==> config.mk <==
export PLATFORM = sky130hd
export DESIGN_NAME = pcopy_engine
export DESIGN_NICKNAME = d
export VERILOG_FILES = /design/src/rtl/pcopy_pkg.sv /design/src/rtl/pcopy_regs.sv /design/src/rtl/pcopy_walk.sv /design/src/rtl/pcopy_engine.sv
export SDC_FILE = /design/constraint.sdc
export NUM_CORES = 1
export LEC_CHECK = 0
export ABC_AREA = 0
export BUFFER_PORTS_ARGS = -buffer_cell sky130_fd_sc_hd__buf_2
export CORE_ASPECT_RATIO = 1.25
export CORE_MARGIN = 5
export CORE_UTILIZATION = 30
export DETAILED_ROUTE_END_ITERATION = 10
export PLACE_DENSITY = 0.44
export SLEW_MARGIN = 25
export SYNTH_ARGS = -nofsm -noshare
export SYNTH_HDL_FRONTEND = slang
export SYNTH_SLANG_ARGS = --single-unit
==> constraint.sdc <==
create_clock -name clk_i -period 7.1 [get_ports clk_i]
set_clock_uncertainty 0.15 [all_clocks]
set_input_delay 0.355 -clock clk_i [delete_from_list [all_inputs] [get_ports clk_i]]
set_output_delay 0.355 -clock clk_i [all_outputs]
set_load 0.01 [all_outputs]
==> src/rtl/pcopy_pkg.sv <==
package pcopy_pkg;
  localparam int unsigned IDX_SRC   = 0;
  localparam int unsigned IDX_DST   = 1;
  localparam int unsigned IDX_SPIT  = 2;
  localparam int unsigned IDX_DPIT  = 3;
  localparam int unsigned IDX_LEN   = 4;
  localparam int unsigned IDX_CNT   = 5;
  localparam int unsigned IDX_FILL  = 6;
  localparam int unsigned IDX_FMT   = 7;
  localparam logic [2:0]  SEL_CONST = 3'd4;
  localparam logic [1:0]  COMP_4B   = 2'd3;

  typedef enum logic [2:0] {
    ST_IDLE, ST_RD, ST_RWAIT, ST_WR, ST_FILL, ST_FIN
  } st_e;

  typedef struct packed {
    logic       pipelined;
    logic [1:0] irq;
    logic       remap;
    logic       dst_tiled;
    logic       src_tiled;
    logic       multi;
  } launch_t;
endpackage

==> src/rtl/pcopy_regs.sv <==
module pcopy_regs #(
  parameter int NUM_REGS   = 16,
  parameter int IDX_W      = 8,
  parameter int LAUNCH_IDX = 8
) (
  input  logic             clk_i,
  input  logic             rst_ni,
  input  logic             wr_en_i,
  input  logic [IDX_W-1:0] wr_idx_i,
  input  logic [31:0]      wr_data_i,
  output logic [31:0]      regs_o [NUM_REGS],
  output logic             launch_o,
  output logic             idx_err_o
);
  logic bad_idx;
  assign bad_idx  = wr_en_i && ({1'b0, wr_idx_i} >= (IDX_W+1)'(NUM_REGS));
  assign launch_o = wr_en_i && (wr_idx_i == IDX_W'(LAUNCH_IDX));

  for (genvar g = 0; g < NUM_REGS; g++) begin : g_reg
    logic [31:0] r_q;
    always_ff @(posedge clk_i or negedge rst_ni) begin
      if (!rst_ni)                                   r_q <= '0;
      else if (wr_en_i && wr_idx_i == IDX_W'(g))     r_q <= wr_data_i;
    end
    assign regs_o[g] = r_q;
  end

  always_ff @(posedge clk_i or negedge rst_ni) begin
    if (!rst_ni)      idx_err_o <= 1'b0;
    else if (bad_idx) idx_err_o <= 1'b1;
  end
endmodule

==> src/rtl/pcopy_walk.sv <==
module pcopy_walk #(
  parameter int ADDR_W = 32,
  parameter int CNT_W  = 32
) (
  input  logic              clk_i,
  input  logic              rst_ni,
  input  logic              start_i,
  input  logic              step_i,
  input  logic              wide_i,
  input  logic [ADDR_W-1:0] src_base_i,
  input  logic [ADDR_W-1:0] dst_base_i,
  input  logic [ADDR_W-1:0] src_pitch_i,
  input  logic [ADDR_W-1:0] dst_pitch_i,
  input  logic [CNT_W-1:0]  len_i,
  input  logic [CNT_W-1:0]  count_i,
  output logic [ADDR_W-1:0] src_addr_o,
  output logic [ADDR_W-1:0] dst_addr_o,
  output logic              last_o
);
  logic [ADDR_W-1:0] src_line_q, dst_line_q, sp_q, dp_q;
  logic [CNT_W-1:0]  len_q, cnt_q, col_q, line_q;
  logic              wide_q, end_of_line;

  assign end_of_line = (col_q == len_q - CNT_W'(1));
  assign last_o      = end_of_line && (line_q == cnt_q - CNT_W'(1));
  assign src_addr_o  = src_line_q + ADDR_W'(col_q);
  // constant fill advances by whole words
  assign dst_addr_o  = dst_line_q + (wide_q ? (ADDR_W'(col_q) << 2) : ADDR_W'(col_q));

  always_ff @(posedge clk_i or negedge rst_ni) begin
    if (!rst_ni) begin
      src_line_q <= '0; dst_line_q <= '0; sp_q <= '0; dp_q <= '0;
      len_q <= '0; cnt_q <= '0; col_q <= '0; line_q <= '0; wide_q <= 1'b0;
    end else if (start_i) begin
      src_line_q <= src_base_i;  dst_line_q <= dst_base_i;
      sp_q       <= src_pitch_i; dp_q       <= dst_pitch_i;
      len_q      <= len_i;       cnt_q      <= count_i;
      col_q      <= '0;          line_q     <= '0;
      wide_q     <= wide_i;
    end else if (step_i) begin
      if (end_of_line) begin
        col_q      <= '0;
        line_q     <= line_q + CNT_W'(1);
        src_line_q <= src_line_q + sp_q;
        dst_line_q <= dst_line_q + dp_q;
      end else begin
        col_q <= col_q + CNT_W'(1);
      end
    end
  end
endmodule

==> src/rtl/pcopy_engine.sv <==
module pcopy_engine
  import pcopy_pkg::*;
#(
  parameter int ADDR_W     = 32,
  parameter int NUM_REGS   = 16,
  parameter int IDX_W      = 8,
  parameter int LAUNCH_IDX = 8
) (
  input  logic              clk_i,
  input  logic              rst_ni,
  input  logic              cmd_valid_i,
  input  logic [IDX_W-1:0]  cmd_idx_i,
  input  logic [31:0]       cmd_data_i,
  output logic              mem_req_o,
  output logic              mem_we_o,
  output logic              mem_wide_o,
  output logic [ADDR_W-1:0] mem_addr_o,
  output logic [31:0]       mem_wdata_o,
  input  logic              mem_gnt_i,
  input  logic              mem_rvalid_i,
  input  logic [7:0]        mem_rdata_i,
  output logic              busy_o,
  output logic              done_o,
  output logic              unsup_o,
  output logic              idx_err_o
);
  localparam int CNT_W = 32;

  logic [31:0] regs [NUM_REGS];
  logic        launch_wr, go, fill_sel, unsup_now, empty, last, step;
  logic [CNT_W-1:0]  eff_count;
  logic [ADDR_W-1:0] src_addr, dst_addr;
  launch_t     ctl;
  st_e         st_q;
  logic        unsup_q;
  logic [7:0]  byte_q;
  logic [31:0] fill_val_q;
  logic        lint_unused;

  pcopy_regs #(.NUM_REGS(NUM_REGS), .IDX_W(IDX_W), .LAUNCH_IDX(LAUNCH_IDX)) i_regs (
    .clk_i, .rst_ni,
    .wr_en_i(cmd_valid_i), .wr_idx_i(cmd_idx_i), .wr_data_i(cmd_data_i),
    .regs_o(regs), .launch_o(launch_wr), .idx_err_o
  );

  assign ctl       = launch_t'(cmd_data_i[6:0]);
  assign go        = launch_wr && (st_q == ST_IDLE);
  assign fill_sel  = !ctl.multi && ctl.remap && (regs[IDX_FMT][2:0] == SEL_CONST);
  assign unsup_now = (ctl.irq != 2'd0) || ctl.pipelined ||
                     (ctl.multi && (ctl.src_tiled || ctl.dst_tiled)) ||
                     (fill_sel && regs[IDX_FMT][5:4] != COMP_4B);
  assign eff_count = ctl.multi ? regs[IDX_CNT] : CNT_W'(1);
  assign empty     = (regs[IDX_LEN] == '0) || (eff_count == '0);
  assign step      = ((st_q == ST_WR) || (st_q == ST_FILL)) && mem_gnt_i;

  pcopy_walk #(.ADDR_W(ADDR_W), .CNT_W(CNT_W)) i_walk (
    .clk_i, .rst_ni,
    .start_i(go), .step_i(step), .wide_i(fill_sel),
    .src_base_i(regs[IDX_SRC][ADDR_W-1:0]),  .dst_base_i(regs[IDX_DST][ADDR_W-1:0]),
    .src_pitch_i(regs[IDX_SPIT][ADDR_W-1:0]), .dst_pitch_i(regs[IDX_DPIT][ADDR_W-1:0]),
    .len_i(regs[IDX_LEN]), .count_i(eff_count),
    .src_addr_o(src_addr), .dst_addr_o(dst_addr), .last_o(last)
  );

  always_ff @(posedge clk_i or negedge rst_ni) begin
    if (!rst_ni) begin
      st_q <= ST_IDLE; unsup_q <= 1'b0; byte_q <= '0; fill_val_q <= '0;
    end else begin
      unique case (st_q)
        ST_IDLE: if (go) begin
          unsup_q    <= unsup_now;
          fill_val_q <= regs[IDX_FILL];
          if (unsup_now || empty) st_q <= ST_FIN;
          else if (fill_sel)      st_q <= ST_FILL;
          else                    st_q <= ST_RD;
        end
        ST_RD:    if (mem_gnt_i) st_q <= ST_RWAIT;
        ST_RWAIT: if (mem_rvalid_i) begin
          byte_q <= mem_rdata_i;
          st_q   <= ST_WR;
        end
        ST_WR:    if (mem_gnt_i) st_q <= last ? ST_FIN : ST_RD;
        ST_FILL:  if (mem_gnt_i && last) st_q <= ST_FIN;
        ST_FIN: begin
          st_q    <= ST_IDLE;
          unsup_q <= 1'b0;
        end
        default:  st_q <= ST_IDLE;
      endcase
    end
  end

  assign mem_req_o   = (st_q == ST_RD) || (st_q == ST_WR) || (st_q == ST_FILL);
  assign mem_we_o    = (st_q == ST_WR) || (st_q == ST_FILL);
  assign mem_wide_o  = (st_q == ST_FILL);
  assign mem_addr_o  = (st_q == ST_RD) ? src_addr : dst_addr;
  assign mem_wdata_o = (st_q == ST_FILL) ? fill_val_q : {24'h0, byte_q};
  assign busy_o      = (st_q != ST_IDLE);
  assign done_o      = (st_q == ST_FIN);
  assign unsup_o     = (st_q == ST_FIN) && unsup_q;

  always_comb begin
    lint_unused = ^regs[IDX_FMT][31:6];
    for (int i = IDX_FMT + 1; i < NUM_REGS; i++) lint_unused = lint_unused ^ (^regs[i]);
  end
endmodule

==> impl_results.md, run 1 <==
* Initial antenna violation count at 6
* Vias/cell at 5.11
* HP Start: cmd_data_i[8]
* Part of the power in registers at 42.9%
* Count of cell types in the netlist at 74
* CP delay by family, top: compound AO/OA/AOI/OAI gates
* Synthesized flop and latch total at 531
* Ys Warns at 0
* Register-to-register setup slack at 2.19 ns
* Critical-path top delay cell: o21ai_0
* Largest net degree at the start of global routing at 157
* Achievable Freq at 166 MHz
* Commonest non-fill, non-tap cell in the layout: nand2_1
* PD cells at 221 mW/mm²
* Switching share of power at 28.0%
* Hold Crit Class: input pin to register
* Post-Syn Instances at 3,260
* Clk network pwr share at 42.9%
* Mapped Area at 0.0306 mm²
* Ys async rst share at 100%
* Die Y at 367 µm
* Max incr delay on CP at 0.75 ns
* Critical path type: register to output pin
* Die Area at 0.109 mm²
* Vias in the first global route at 24,414
* Peak ir drop on the vdd network at 0.000194 V
* Root Driver: clkbuf_16
* Most used cell, CP: o21ai_0
* WP depth at 13
* Synth Flop Type: dfrtp_1
* Overall Global Routing Usage at 17.7%
* Initial Util at 30.1%
* RSZ-0062 raised after global routing: false
* EDFF count, synth at 0
* Vias post-DR at 24,096
* Clock latency on the worst-skew pair at 0.64 ns
* Die Wd at 296 µm
* Number of CTS-inserted buffers at 57
* FF-to-FF Start: i_walk.len_q[9]$_DFFE_PN0P_
* Fraction of layout cells with a size suffix above 1 at 16.6%
* Number of hold violations in the final report at 0
* Slew @ Worst Pin at 1.05 ns
* MaxCap Viol Count at 0
* Hold Crit Depth at 2
* GPL Wtd Cong at 0.876
* Required @ worst endpoint at 6.59 ns
* Combinational share of power at 14.2%
* Wire per inst at 20.8 µm
* RR Endpoint: i_walk.src_line_q[31]$_DFFE_PN0P_
* CTS tree: built
* Fill count at 10,466
* Post-route ant nets at 0
* Port bufs at 123
* Slew Viols, Final at 0
* Period utilization at 84.6%
* Syn avg cell area at 9.39 µm²
* Register area share after synthesis at 43.4%
* Hold EP: i_regs.g_reg[4].r_q[8]$_DFFE_PN0P_
* Most frequent cells in the layout: nand2_1 (626), dfrtp_1 (531), mux2_2 (277), nor2_1 (180), a21oi_1 (146)
* H-tree depth at 2
* CTS Buffer Depth at 3
* Clk slew on worst S/H paths at 0.06 ns
* Startpoint Class: register
* Switch Pwr at 2150 µW
* Crit-path cells: buf_4 -> mux2_2 -> ha_1 -> a21boi_0 -> a2111oi_0 -> nor4b_1 -> o21ai_0 -> o21ai_0 -> a211oi_1 -> nor2_1 -> mux2i_1 -> o211ai_1 -> buf_2
* Outcome: completed
* Area of the multi-input gates at 0.0166 mm²
* Arrival time worst endpoint at 5.50 ns
* WHS at 0.0357 ns
* First-pass GRT wire length at 150 mm
* Post-detail-place hpwl at 69.3 mm
* First-pass DRT Iterations at 5
* R2R depth at 10
* Core area at 0.102 mm²
* # setup viols final at 0
* Pleak at 0.0176 µW
* Post-layout min period at 6.01 ns
* Clock sink total at 531
* CP Capture Type: output pin
* Post-synth net total at 3,445
* Power Internal at 5540 µW
* Post-route setup TNS at 0 ns
* I/O Pins at 124
* Grt ovf at 0
* Slew headroom at 30.0%
* DR iter-0 viols at 1,240
* Nets at 3,518
* WP buf/inv at 2
* Post-CTS sizing at 0
* Routed wire length at 98.0 mm
* Area growth, synth to finish at 13.9%
* # DRC at 0
* FP Rows at 131
* Sequential Area at 0.0133 mm²
* Crit Path Max Fanout at 27
worst register-to-register path: stages (launching register included):
cell	delay, ns
dfrtp_1	0.45
or4_1	0.62
or3_1	0.51
o41ai_1	0.52
nand3_1	0.14
or4_1	0.56
nor4_4	0.21
buf_12	0.39
inv_2	0.47
or4_1	0.65
a31oi_1	0.17
area by class of cell:
type / count / share of cell area [%]
antenna: 2 / 0.0144
clock buffer: 78 / 4.73
clock inverter: 29 / 1.17
inverter: 44 / 0.474
multi-input combinational: 2530 / 47.7
sequential: 531 / 38.1
tap: 1330 / 4.77
timing repair buffer: 169 / 3.06
routing by layer:
| layer | wire (µm) | track usage [%] |
|---|---|---|
| met5 | 30 | 0 |
| met3 | 3030 | 2.34 |
| met4 | 2520 | 4.54 |
| met1 | 43700 | 23.2 |
| met2 | 48700 | 30.9 |
cells by family (layout without fill, tap and decap cells):
family | after synthesis | in the layout | synth area share (%)
muxes | 322 | 322 | 11.7
AOI/OAI and AO/OA | 601 | 601 | 12.0
and+or+nand+nor | 1270 | 1270 | 19.1
DFF | 531 | 531 | 43.4
other | 0 | 2 | 0
adders and majority gates | 132 | 132 | 5.49
buffers and inverters | 199 | 320 | 2.47
xor gates and xnor gates | 205 | 205 | 5.86
metrics by stage:
| step | util (%) | setup slack [ns] | cells | power, µW | cell area [µm²] |
|---|---|---|---|---|---|
| after floorplan | - | 2.91 | 3260 | 3930 | 30600 |
| after global placement | 32.1 | 1.69 | 4592 | 4470 | 32700 |
| after detailed placement | 32.1 | 1.69 | 4592 | 4470 | 32700 |
| after CTS | 34.2 | 0.971 | 4710 | 7830 | 34800 |
| after global routing | 34.3 | 0.755 | 4711 | 8060 | 34900 |
| final | 34.3 | 1.09 | 4713 | 7690 | 34900 |
flip-flops by register name (all words and copies together), names as in the netlist, 3 cells and up:
name,flops
i_walk.dst_line_q,32
i_walk.dp_q,32
i_walk.cnt_q,32
i_walk.sp_q,32
st_q,3
i_walk.col_q,32
i_walk.src_line_q,32
i_walk.line_q,32
fill_val_q,32
byte_q,8
i_walk.len_q,32
i_regs.g.r_q,229
worst max-delay path by stage:
stage               slack, ns                      start              to
floorplan                2.91  i_walk.wide_q$_DFFE_PN0P_  mem_addr_o[27]
global placement         1.69  i_walk.wide_q$_DFFE_PN0P_  mem_addr_o[29]
detailed placement       1.69  i_walk.wide_q$_DFFE_PN0P_  mem_addr_o[29]
CTS                      0.97  i_walk.wide_q$_DFFE_PN0P_  mem_addr_o[29]
global route             0.75  i_walk.wide_q$_DFFE_PN0P_  mem_addr_o[29]
finish                   1.09  i_walk.wide_q$_DFFE_PN0P_  mem_addr_o[29]
cell usage after synthesis (all sizes together) (45+ instances only):
master,count,area (µm²)
dfrtp,531,13300
nor2,183,687
o21ai,206,1030
a21o,68,510
and3,68,425
xnor2,98,858
nand3,108,541
nor3,54,285
ha,128,1600
mux2,277,3120
clkbuf,143,537
a21oi,146,731
mux2i,45,450
nand2,626,2350
xor2,107,937
what timing repair did:
action                                 4_1_cts  5_1_grt
endpoints found under the hold margin       74        1
hold buffers                                11        1
buffers inserted                             0        0
power by group through the flow:
stage / Clock (µW) / Sequential [µW] / Combinational, µW
final: 3300 / 3300 / 1090
after global routing: 3520 / 3320 / 1220
after CTS: 3400 / 3300 / 1130
after detailed placement: 0 / 3350 / 1120
after global placement: 0 / 3350 / 1110
after floorplan: 0 / 3280 / 653
(Power assumes the default switching activity.)
==> inputs of run 2 (changes only) <==
- PLACE_DENSITY: 0.44 -> 0.45
- clock period: 7.1 -> 5.2 ns (I/O delays scaled with it)
==> impl_results.md, run 2 (synthesized netlist as in run 1, its figures left out) <==
* PD cells at 289 mW/mm²
* Port bufs at 123
* Pwr Total at 10,200 µW
* Critical path type: register to output pin
* Slew headroom at 34.8%
* Clock sink total at 531
* Crit path launch: i_walk.col_q[0]$_DFFE_PN0P_
* Post-layout min period at 4.92 ns
* Routed wire length at 96.4 mm
* Startpoint Class: register
* Overall Global Routing Usage at 17.5%
* Peak ir drop on the vdd network at 0.000286 V
* CTS Buffer Depth at 3
* Required @ worst endpoint at 4.79 ns
* Number of CTS-inserted buffers at 58
* Fraction of layout cells with a size suffix above 1 at 16.7%
* Most frequent cells in the layout: nand2_1 (626), dfrtp_1 (530), mux2_2 (277), nor2_1 (180), a21oi_1 (146)
* GPL Wtd Cong at 0.830
* Arrival time worst endpoint at 4.51 ns
* RR Endpoint: st_q[2]$_DFFE_PN0P_
* CP Capture Type: output pin
* Clk slew on worst S/H paths at 0.06 ns
* Vias in the first global route at 24,613
* Post-route setup TNS at 0 ns
* Vias post-DR at 24,089
* Post-CTS Setup Inserts at 0
* Achievable Freq at 203 MHz
* Slew @ Worst Pin at 0.974 ns
* DR iter-0 viols at 1,360
* I/O Pins at 124
* Initial Util at 30.1%
* Combinational share of power at 15.0%
* R2R depth at 10
* Part of the power in registers at 44.3%
* Clk network pwr share at 40.7%
* CP endpoint: mem_addr_o[28]
* Post-route ant nets at 0
* MaxCap Viol Count at 0
* Max reg flops at 229
* Commonest non-fill, non-tap cell in the layout: nand2_1
* Outcome: completed
* Root Driver: clkbuf_16
* Post-detail-place hpwl at 69.0 mm
* First-pass GRT wire length at 148 mm
* Largest net degree at the start of global routing at 149
* Reg with most FFs: i_regs.g.r_q
* Vias/cell at 5.08
* Hold Crit Class: input pin to asynchronous set/reset pin
* # setup viols final at 0
* Grt ovf at 0
* Power Internal at 7220 µW
* Crit Path Max Fanout at 8
* Pleak at 0.0177 µW
* Register-to-register setup slack at 0.83 ns
* Initial antenna violation count at 8
* First-pass DRT Iterations at 5
* Core area at 0.102 mm²
* FF-to-FF Start: i_walk.len_q[9]$_DFFE_PN0P_
* CTS tree: built
* Switch Pwr at 2940 µW
* FP Rows at 131
* Clock latency on the worst-skew pair at 0.64 ns
* Die Y at 367 µm
* Slew Viols, Final at 0
* Die Area at 0.109 mm²
* Area growth, synth to finish at 14.7%
* H-tree depth at 2
* Period utilization at 94.7%
* Wire per inst at 20.3 µm
* Die Wd at 296 µm
* Switching share of power at 28.9%
* Nets at 3,554
* Number of hold violations in the final report at 0
* # DRC at 0
[run 2: power by group through the flow]
stage          logic, µW  clock network, µW  registers [µW]
6_report            1520               4130            4500
3_5_place_dp        1540                  0            4570
4_1_cts             1570               4290            4500
2_1_floorplan        892                  0            4480
3_3_place_gp        1540                  0            4570
5_1_grt             1690               4430            4520
[run 2: critical path: stages, from the launching register on]
cell,delay (ns)
dfrtp_1,0.51
ha_1,0.25
inv_1,0.07
fa_1,0.39
nand2b_1,0.20
a21oi_1,0.34
o41ai_2,0.16
a21o_1,0.25
a31oi_1,0.47
nor4_1,0.16
o31ai_2,0.45
a221o_1,0.23
xnor2_1,0.12
mux2i_1,0.09
buf_2,0.17
[run 2: layout make-up]
class / instances / area [µm²]
tap: 1330 / 1660
clock inverter: 22 / 228
inverter: 44 / 165
clock buffer: 80 / 1640
fill: 10521 / 66700
timing repair buffer: 204 / 1440
multi-input combinational: 2530 / 16700
sequential: 531 / 13300
antenna: 5 / 12.5
[run 2: timing repair]
item	4_1_cts	5_1_grt
hold buffers	37	0
hold endpoints to repair	224	0
gates resized for setup	4	7
endpoints found under the setup margin	6	7
[run 2: stage by stage]
step	hold WS, ns	cell area (µm²)	setup slack (ns)	instances	utilization, %
3_3_place_gp	0.129	32800	0.391	4602	32.2
6_report	0.0315	35100	0.276	4746	34.5
2_1_floorplan	-0.186	30600	1.10	3260	-
4_1_cts	0.00273	35100	0.0343	4741	34.4
5_1_grt	0.00683	35100	-0.0556	4741	34.5
3_5_place_dp	0.130	32800	0.394	4602	32.2
[run 2: how the worst min path moves through the flow]
stage | start | endpoint | slack, ns
6_report | rst_ni | i_regs.g_reg[6].r_q[25]$_DFFE_PN0P_ | 0.03
5_1_grt | cmd_data_i[24] | i_regs.g_reg[4].r_q[24]$_DFFE_PN0P_ | 0.007
4_1_cts | cmd_data_i[24] | i_regs.g_reg[4].r_q[24]$_DFFE_PN0P_ | 0.003
3_5_place_dp | rst_ni | i_regs.g_reg[6].r_q[25]$_DFFE_PN0P_ | 0.13
3_3_place_gp | rst_ni | i_regs.g_reg[6].r_q[25]$_DFFE_PN0P_ | 0.13
2_1_floorplan | rst_ni | byte_q[0]$_DFFE_PN0P_ | -0.19
[run 2: routing by layer]
metal  wire, µm  share of wire, %  GRT usage (%)  vias to the layer above
li1           -                 -              -                    11737
met1      43000                45           22.9                    11830
met2      47600                49           30.4                      374
met3       3050               3.2           2.05                      144
met4       2780               2.9           5.12                        4
met5         27             0.028              0                        -
